<file path="src/rtl/dtally_pkg.sv">
// Shared types for the demand tally block.
// Assumes: nothing beyond standard SystemVerilog.
package dtally_pkg;

    typedef enum logic [1:0] {
        EV_DROP,
        EV_LOCAL,
        EV_EXT_OUT,
        EV_EXT_IN
    } ev_kind_e;

    // Classify an event by its boundary and direction flags.
    function automatic ev_kind_e classify(logic ext, logic rx);
        if (ext) begin
            return rx ? EV_EXT_IN : EV_EXT_OUT;
        end
        return rx ? EV_DROP : EV_LOCAL;
    endfunction

endpackage

</file>
<file path="src/rtl/dtally_route.sv">
// Maps a frame event to the counter entry it updates.
// Assumes: NODES >= 2; entries NODES and NODES+1 hold outbound and inbound totals.
module dtally_route
    import dtally_pkg::*;
#(
    parameter int NODES = 8,
    localparam int ENTRIES = NODES + 2,
    localparam int IDX_W = $clog2(ENTRIES),
    localparam int DST_W = $clog2(NODES)
) (
    input  logic             ev_valid,
    input  logic             ev_ext,
    input  logic             ev_rx,
    input  logic [DST_W-1:0] ev_dest,
    output logic             hit,
    output logic [IDX_W-1:0] idx
);

    ev_kind_e kind;

    // Decode the event class into a target entry and a hit strobe.
    always_comb begin
        kind = classify(ev_ext, ev_rx);
        hit  = 1'b0;
        idx  = '0;
        case (kind)
            EV_LOCAL: begin
                hit = ev_valid && (32'(ev_dest) < NODES);
                idx = IDX_W'(ev_dest);
            end
            EV_EXT_OUT: begin
                hit = ev_valid;
                idx = IDX_W'(NODES);
            end
            EV_EXT_IN: begin
                hit = ev_valid;
                idx = IDX_W'(NODES + 1);
            end
            default: begin
                hit = 1'b0;
                idx = '0;
            end
        endcase
    end

endmodule

</file>
<file path="src/rtl/dtally_bank.sv">
// One bank of byte totals: a register array with one write port and two
// read ports, a per-entry written mask giving a one-cycle bulk clear, and a
// sticky saturation flag.
// Assumes: clr and wr_en never target this bank in the same cycle.
module dtally_bank #(
    parameter int ENTRIES = 10,
    parameter int CNT_W = 16,
    localparam int IDX_W = $clog2(ENTRIES)
) (
    input  logic             clk,
    input  logic             rst_n,
    input  logic             clr,
    input  logic             wr_en,
    input  logic [IDX_W-1:0] wr_idx,
    input  logic [CNT_W-1:0] wr_val,
    input  logic             wr_sat,
    input  logic [IDX_W-1:0] ra_idx,
    output logic [CNT_W-1:0] ra_data,
    input  logic [IDX_W-1:0] rb_idx,
    output logic [CNT_W-1:0] rb_data,
    output logic             sat
);

    logic [CNT_W-1:0]   mem [ENTRIES];
    logic [ENTRIES-1:0] used_q;
    logic               sat_q;

    // Store the accumulated value; contents are qualified by used_q.
    always_ff @(posedge clk) begin
        if (wr_en) begin
            mem[wr_idx] <= wr_val;
        end
    end

    // Track which entries hold data of the current interval.
    always_ff @(posedge clk) begin
        if (!rst_n || clr) begin
            used_q <= '0;
        end else if (wr_en) begin
            used_q[wr_idx] <= 1'b1;
        end
    end

    // Sticky saturation flag for this bank's interval.
    always_ff @(posedge clk) begin
        if (!rst_n || clr) begin
            sat_q <= 1'b0;
        end else if (wr_en && wr_sat) begin
            sat_q <= 1'b1;
        end
    end

    // Read ports return zero for unwritten or out-of-range entries.
    always_comb begin
        ra_data = '0;
        rb_data = '0;
        if (32'(ra_idx) < ENTRIES && used_q[ra_idx]) begin
            ra_data = mem[ra_idx];
        end
        if (32'(rb_idx) < ENTRIES && used_q[rb_idx]) begin
            rb_data = mem[rb_idx];
        end
    end

    assign sat = sat_q;

    // a bank read in the cycle after its clear is empty.
    p_clear_empties_r5: assert property (@(posedge clk) disable iff (!rst_n)
        $past(clr) |-> (ra_data == '0 && rb_data == '0 && !sat));

endmodule

</file>
<file path="src/rtl/dtally_accum.sv">
// Two-stage read-modify-write accumulator with last-write forwarding and
// saturating addition.
// Assumes: in_base is the target bank's entry at in_idx in the capture cycle;
// in_fresh marks a bank being cleared on that same edge.
module dtally_accum #(
    parameter int IDX_W = 4,
    parameter int LEN_W = 12,
    parameter int CNT_W = 16
) (
    input  logic             clk,
    input  logic             rst_n,
    input  logic             in_hit,
    input  logic [IDX_W-1:0] in_idx,
    input  logic [LEN_W-1:0] in_len,
    input  logic             in_bank,
    input  logic             in_fresh,
    input  logic [CNT_W-1:0] in_base,
    output logic             wr_en,
    output logic             wr_bank,
    output logic [IDX_W-1:0] wr_idx,
    output logic [CNT_W-1:0] wr_val,
    output logic             wr_sat
);

    localparam logic [CNT_W-1:0] CNT_MAX = '1;

    logic             s1_vld, lw_vld;
    logic [IDX_W-1:0] s1_idx, lw_idx;
    logic [LEN_W-1:0] s1_len;
    logic             s1_bank, lw_bank;
    logic [CNT_W-1:0] s1_base, lw_val;
    logic [CNT_W-1:0] base;
    logic [CNT_W:0]   sum;
    logic             fwd;

    // Stage 1 valid: capture the event strobe.
    always_ff @(posedge clk) begin
        if (!rst_n) begin
            s1_vld <= 1'b0;
        end else begin
            s1_vld <= in_hit;
        end
    end

    // Stage 1 data: capture target, length and the registered base read.
    always_ff @(posedge clk) begin
        s1_idx  <= in_idx;
        s1_len  <= in_len;
        s1_bank <= in_bank;
        s1_base <= in_fresh ? '0 : in_base;
    end

    // Substitute the value written last cycle when it targets the same entry.
    always_comb begin
        fwd    = lw_vld && (lw_idx == s1_idx) && (lw_bank == s1_bank);
        base   = fwd ? lw_val : s1_base;
        sum    = {1'b0, base} + (CNT_W + 1)'(s1_len);
        wr_sat = sum[CNT_W];
        wr_val = sum[CNT_W] ? CNT_MAX : sum[CNT_W-1:0];
    end

    assign wr_en   = s1_vld;
    assign wr_bank = s1_bank;
    assign wr_idx  = s1_idx;

    // Last-write register used for forwarding.
    always_ff @(posedge clk) begin
        if (!rst_n) begin
            lw_vld <= 1'b0;
        end else begin
            lw_vld <= s1_vld;
        end
        lw_idx  <= s1_idx;
        lw_bank <= s1_bank;
        lw_val  <= wr_val;
    end

    // consecutive writes to one entry of one bank never decrease it.
    p_chain_grows_r6: assert property (@(posedge clk) disable iff (!rst_n)
        (wr_en && $past(wr_en) && wr_idx == $past(wr_idx) && wr_bank == $past(wr_bank))
        |-> (wr_val >= $past(wr_val)));

    // a saturating write carries the ceiling value.
    p_clamp_ceiling_r7: assert property (@(posedge clk) disable iff (!rst_n)
        (wr_en && wr_sat) |-> (wr_val == CNT_MAX && base != '0));

endmodule

</file>
<file path="src/rtl/demand_tally.sv">
// Per-destination byte demand counters with atomic snapshot and clear.
// Two banks alternate between live counting and frozen snapshot; a request
// swaps them and bulk-clears the new live bank in one cycle.
// Assumes: NODES >= 2, LEN_W <= CNT_W; one event per cycle at most.
module demand_tally #(
    parameter int NODES = 8,
    parameter int CNT_W = 16,
    parameter int LEN_W = 12,
    localparam int ENTRIES = NODES + 2,
    localparam int IDX_W = $clog2(ENTRIES),
    localparam int DST_W = $clog2(NODES)
) (
    input  logic             clk,
    input  logic             rst_n,
    input  logic             ev_valid,
    input  logic             ev_ext,
    input  logic             ev_rx,
    input  logic [DST_W-1:0] ev_dest,
    input  logic [LEN_W-1:0] ev_len,
    input  logic             snap_req,
    input  logic             rd_en,
    input  logic [IDX_W-1:0] rd_idx,
    output logic [CNT_W-1:0] rd_data,
    output logic             snap_sat,
    output logic             overrun
);

    logic             live_q, new_live, snap_bank;
    logic             ev_hit;
    logic [IDX_W-1:0] ev_idx;
    logic [CNT_W-1:0] bank_ra [2];
    logic [CNT_W-1:0] bank_rb [2];
    logic [1:0]       bank_sat;
    logic             acc_wr_en, acc_wr_bank, acc_wr_sat;
    logic [IDX_W-1:0] acc_wr_idx;
    logic [CNT_W-1:0] acc_wr_val;
    logic             have_q, drained_q, overrun_q;

    assign new_live  = snap_req ? ~live_q : live_q;
    assign snap_bank = ~live_q;

    dtally_route #(.NODES(NODES)) u_route (
        .ev_valid (ev_valid),
        .ev_ext   (ev_ext),
        .ev_rx    (ev_rx),
        .ev_dest  (ev_dest),
        .hit      (ev_hit),
        .idx      (ev_idx)
    );

    dtally_accum #(.IDX_W(IDX_W), .LEN_W(LEN_W), .CNT_W(CNT_W)) u_accum (
        .clk      (clk),
        .rst_n    (rst_n),
        .in_hit   (ev_hit),
        .in_idx   (ev_idx),
        .in_len   (ev_len),
        .in_bank  (new_live),
        .in_fresh (snap_req),
        .in_base  (bank_ra[new_live]),
        .wr_en    (acc_wr_en),
        .wr_bank  (acc_wr_bank),
        .wr_idx   (acc_wr_idx),
        .wr_val   (acc_wr_val),
        .wr_sat   (acc_wr_sat)
    );

    for (genvar b = 0; b < 2; b++) begin : g_bank
        dtally_bank #(.ENTRIES(ENTRIES), .CNT_W(CNT_W)) u_bank (
            .clk     (clk),
            .rst_n   (rst_n),
            .clr     (snap_req && (live_q != 1'(b))),
            .wr_en   (acc_wr_en && (acc_wr_bank == 1'(b))),
            .wr_idx  (acc_wr_idx),
            .wr_val  (acc_wr_val),
            .wr_sat  (acc_wr_sat),
            .ra_idx  (ev_idx),
            .ra_data (bank_ra[b]),
            .rb_idx  (rd_idx),
            .rb_data (bank_rb[b]),
            .sat     (bank_sat[b])
        );
    end

    // Bank roles: swap on every snapshot request.
    always_ff @(posedge clk) begin
        if (!rst_n) begin
            live_q <= 1'b0;
        end else if (snap_req) begin
            live_q <= ~live_q;
        end
    end

    // Readout register: one-cycle latency, holds while idle.
    always_ff @(posedge clk) begin
        if (!rst_n) begin
            rd_data <= '0;
        end else if (rd_en) begin
            rd_data <= bank_rb[snap_bank];
        end
    end

    // Drain tracking and overrun flag for the snapshot in the readout bank.
    always_ff @(posedge clk) begin
        if (!rst_n) begin
            have_q    <= 1'b0;
            drained_q <= 1'b0;
            overrun_q <= 1'b0;
        end else if (snap_req) begin
            overrun_q <= have_q && !drained_q;
            have_q    <= 1'b1;
            drained_q <= 1'b0;
        end else if (rd_en && rd_idx == IDX_W'(ENTRIES - 1)) begin
            drained_q <= 1'b1;
        end
    end

    assign overrun  = overrun_q;
    assign snap_sat = bank_sat[snap_bank];

    // each request hands the live role to the other bank.
    p_swap_roles_r5: assert property (@(posedge clk) disable iff (!rst_n)
        snap_req |=> (live_q != $past(live_q)));

    // an undrained snapshot being replaced raises the flag.
    p_overrun_set_r9: assert property (@(posedge clk) disable iff (!rst_n)
        (snap_req && have_q && !drained_q) |=> overrun);

    // a drained snapshot being replaced leaves the flag low.
    p_overrun_clear_r9: assert property (@(posedge clk) disable iff (!rst_n)
        (snap_req && drained_q) |=> !overrun);

    // out-of-range reads return zero.
    p_oob_zero_r8: assert property (@(posedge clk) disable iff (!rst_n)
        (rd_en && 32'(rd_idx) >= ENTRIES) |=> (rd_data == '0));

    // the read register holds while no read is issued.
    p_read_hold_r8: assert property (@(posedge clk) disable iff (!rst_n)
        !rd_en |=> $stable(rd_data));

endmodule

</file>
<file path="config.mk">
export PLATFORM = sky130hd
export DESIGN_NAME = demand_tally
export DESIGN_NICKNAME = d
export VERILOG_FILES = /design/src/rtl/dtally_pkg.sv /design/src/rtl/dtally_route.sv /design/src/rtl/dtally_bank.sv /design/src/rtl/dtally_accum.sv /design/src/rtl/demand_tally.sv
export SDC_FILE = /design/constraint.sdc
export NUM_CORES = 1
export LEC_CHECK = 0
export CORE_ASPECT_RATIO = 1.75
export CORE_MARGIN = 4
export CORE_UTILIZATION = 35
export CTS_CLUSTER_DIAMETER = 80
export DETAILED_ROUTE_END_ITERATION = 10
export PLACE_DENSITY = 0.55
export SETUP_SLACK_MARGIN = 0.2
export SLEW_MARGIN = 20
export SYNTH_ARGS = -nofsm -noshare
export SYNTH_HDL_FRONTEND = slang
export SYNTH_HIERARCHICAL = 1
export SYNTH_SLANG_ARGS = --single-unit
</file>
<file path="constraint.sdc">
create_clock -name clk -period 5.6 [get_ports clk]
set_input_delay 1.12 -clock clk [delete_from_list [all_inputs] [get_ports clk]]
set_output_delay 1.12 -clock clk [all_outputs]
set_load 0.02 [all_outputs]
</file>
==> flow_metrics.env <==
export IMPL_dp_hpwl_mm=33.2
export IMPL_worst_endpoint_arrival_ps=4920
export IMPL_ys_types=60
export IMPL_grt_setup_unrepaired="no"
export IMPL_syn_avg_cell_area_um2=17.1
export IMPL_pwr_share_clk=0.402
export IMPL_insertion_delay_ps=560
export IMPL_antenna_cells=0
export IMPL_nNetsFinal=1231
export IMPL_yosys_area_share_adder=0.00999
export IMPL_r2r_end="g_bank[1].u_bank/mem[7][0]"
export IMPL_ctsResizeCount=0
export IMPL_yosysSeqAreaShare=0.592
export IMPL_min_period_ps=4670
export IMPL_antenna_left=0
export IMPL_outcome="finished, final reports clean"
export IMPL_gp_congestion=0.825
export IMPL_grt_max_degree=74
export IMPL_cts_htree_levels=2
export IMPL_drive_gt1_frac=0.269
export IMPL_cts_buffer_depth=3
export IMPL_yosys_warnings=6
export IMPL_p_switching_w=0.00153
export IMPL_multi_input_area_um2=7590
export IMPL_area_growth_pct=13.3
export IMPL_slowest_delay_ps=670
export IMPL_rows=114
export IMPL_intPower_w=0.00515
export IMPL_grt_antenna_before_repair=1
export IMPL_crit_path_end_kind="register"
export IMPL_portBuffers=43
export IMPL_synth_top_area_frac=0.492
export IMPL_regArea_um2=11600
export IMPL_fin_worst_skew_ps=23.4
export IMPL_yosys_area_top_type="edfxtp_1"
export IMPL_ff2ff_setup_slack_ps=930
export IMPL_postCtsSetupBuffers=0
export IMPL_finalSetupViolations=0
export IMPL_cts_sink_count=418
export IMPL_synth_seq_cells=418
export IMPL_ir_drop_uv=197
export IMPL_cp_max_fo=21
export IMPL_synth_mux_area_frac=0.246
export IMPL_cts_root_buf="clkbuf_16"
export IMPL_num_vias=11000
export IMPL_placed_cells=1845
export IMPL_drt_initial_drc_count=785
export IMPL_reg2reg_depth=13
export IMPL_hold_path_class="reg -> reg"
export IMPL_totalWireLength_mm=56.2
export IMPL_start_util=0.354
export IMPL_cap_violations=0
export IMPL_dr_pass1_iters=5
export IMPL_grt_pass1_wl_mm=80.8
export IMPL_final_core_util=0.401
export IMPL_seq_power_share=0.513
export IMPL_synth_xor_area_frac=0.00493
export IMPL_ys_top_cells_by_area="edfxtp_1, mux4_2, dfxtp_1, mux4_1, mux2i_1"
export IMPL_n_fill_cell=4915
export IMPL_powerDensity_nw_per_um2=302
export IMPL_worstPathCellList="xnor2_1 > nand2_1 > nor2_2 > mux2_2 > ha_1 > inv_1 > fa_1 > nor2b_1 > o31a_1 > o2111ai_1 > a22oi_2 > nand3_2 > nand2b_1"
export IMPL_avgRoutedWirePerCell_um=29.3
export IMPL_critPathKind="reg -> reg"
export IMPL_synth_top_family_by_area="multiplexers"
export IMPL_startpoint_type="register"
export IMPL_post_route_drc_count=0
export IMPL_synth_most_common_cell="edfxtp_1"
export IMPL_slew_headroom=0.284
export IMPL_instances_no_fill=1917
export IMPL_crit_end="g_bank[1].u_bank/mem[7][0]"
export IMPL_numCtsBuffers=39
export IMPL_cts_tree="built"
export IMPL_leakage_nw=7.19
export IMPL_finalHoldViolations=0
export IMPL_synthesis_nets=1182
export IMPL_fin_tns_setup_ps=0
export IMPL_synthFlopType="edfxtp_1"
export IMPL_combPwrFrac=0.085
export IMPL_die_y_um=321
export IMPL_grt_usage=0.185
export IMPL_finalCritPeriodShare=0.834
export IMPL_synth_area_um2=19500
export IMPL_tightest_slew_ps=1070
export IMPL_worstReg2RegStart="u_accum/wr_idx[1]"
export IMPL_core_area_um2=55200
export IMPL_cp_slowest_cell="dfxtp_1"
export IMPL_io_pins=44
export IMPL_grt_pass1_vias=11800
export IMPL_swShare=0.229
export IMPL_synth_compound_area_frac=0.0618
export IMPL_syn_inst=1141
export IMPL_synthSimpleGateAreaFrac=0.0591
export IMPL_synth_edff_count=320
export IMPL_finalPower_w=0.00668
export IMPL_postCtsHoldBufs=0
export IMPL_grt_overflow=0
export IMPL_viasPerCell=5.75
export IMPL_die_area_um2=59800
export IMPL_synthArstFlopShare=0
export IMPL_crit_start="u_accum/wr_idx[1]"
export IMPL_die_w_um=187
export IMPL_ys_top_cells_by_count="edfxtp_1, mux4_2, dfxtp_1"
export IMPL_max_freq_ghz=0.214
export IMPL_required_ps=5850
export IMPL_final_max_slew_viol_count=0
export IMPL_clk_pin_slew_ps=70
-- per-stage QoR --
stage / hold slack [ps] / instance area (um2) / worst slack, ps
2_1_floorplan: 371 / 19500 / 1510
3_3_place_gp: 377 / 20900 / 1000
3_5_place_dp: 384 / 20900 / 877
4_1_cts: 395 / 22100 / 841
5_1_grt: 414 / 22100 / 622
6_report: 401 / 22100 / 931
-- cell families after synthesis --
| group | after synthesis |
|---|---|
| adders and majority gates | 15 |
| and+or+nand+nor | 177 |
| xor gates and xnor gates | 11 |
| AOI/OAI and AO/OA | 173 |
| DFF | 418 |
| buffers and inverters | 88 |
| muxes | 259 |
-- power groups by stage --
| stage | clock network [W] | logic, W | registers [W] |
|---|---|---|---|
| floorplan | 0 | 0.000383 | 0.00349 |
| global placement | 0 | 0.000567 | 0.00349 |
| detailed placement | 0 | 0.000572 | 0.00349 |
| CTS | 0.00274 | 0.000573 | 0.00342 |
| global route | 0.00287 | 0.000606 | 0.00343 |
| finish | 0.00269 | 0.000565 | 0.00342 |
-- cell type report --
cell class	instances	area share
clock buffers	51	0.0489
clock inverters	21	0.00882
inverters	9	0.00153
multi-input cells	635	0.343
flip-flops and latches	418	0.523
well taps	696	0.0393
repair buffers	87	0.0359
-- worst max-delay path, delay by kind of cell (launching register included) --
family | cells | cell delay [ps]
compound gates | 3 | 780
mux | 1 | 240
xor+xnor | 1 | 180
flops | 1 | 670
buf+inv | 1 | 70
fa+ha+maj | 2 | 580
simple gates | 5 | 1840
-- how the worst min path moves through the flow --
stage | end | cells after the start | start | slack, ps
2_1_floorplan | u_accum/lw_bank | 0 | u_accum/wr_bank | 370
3_3_place_gp | u_accum/lw_bank | 0 | u_accum/wr_bank | 380
3_5_place_dp | u_accum/lw_bank | 0 | u_accum/wr_bank | 380
4_1_cts | u_accum/lw_bank | 0 | u_accum/wr_bank | 400
5_1_grt | u_accum/lw_bank | 0 | u_accum/wr_bank | 410
6_report | u_accum/lw_bank | 0 | u_accum/wr_bank | 400
-- state kept, by name (all words and copies together), names as in the netlist, 2 cells and up --
signal,flops
g_bank.u_bank/mem,320
g_bank.u_bank/used_q,20
rd_data,16
u_accum/lw_val,16
u_accum/s1_base,16
u_accum/s1_len,12
u_accum/lw_idx,4
u_accum/wr_idx,4
g_bank.u_bank/sat,2
-- cell usage in the layout, fill, tap and decap left out, types with 26 or more instances in the layout --
cell | netlist | layout
edfxtp_1 | 320 | 320
mux4_2 | 136 | 136
dfxtp_1 | 98 | 98
nor2b_1 | 79 | 78
a211oi_1 | 66 | 66
mux2i_1 | 64 | 64
buf_4 | 2 | 41
clkbuf_16 | 0 | 40
clkdlybuf4s50_1 | 0 | 38
mux4_1 | 28 | 28
mux2_2 | 27 | 27
o21a_1 | 26 | 26
-- metal layers --
layer,track usage,share of wire
met4,0.0682,0.037
met2,0.358,0.56
met1,0.208,0.37
met5,0,0
met3,0.0203,0.038
No activity file was read; power rests on OpenSTA's default activity.
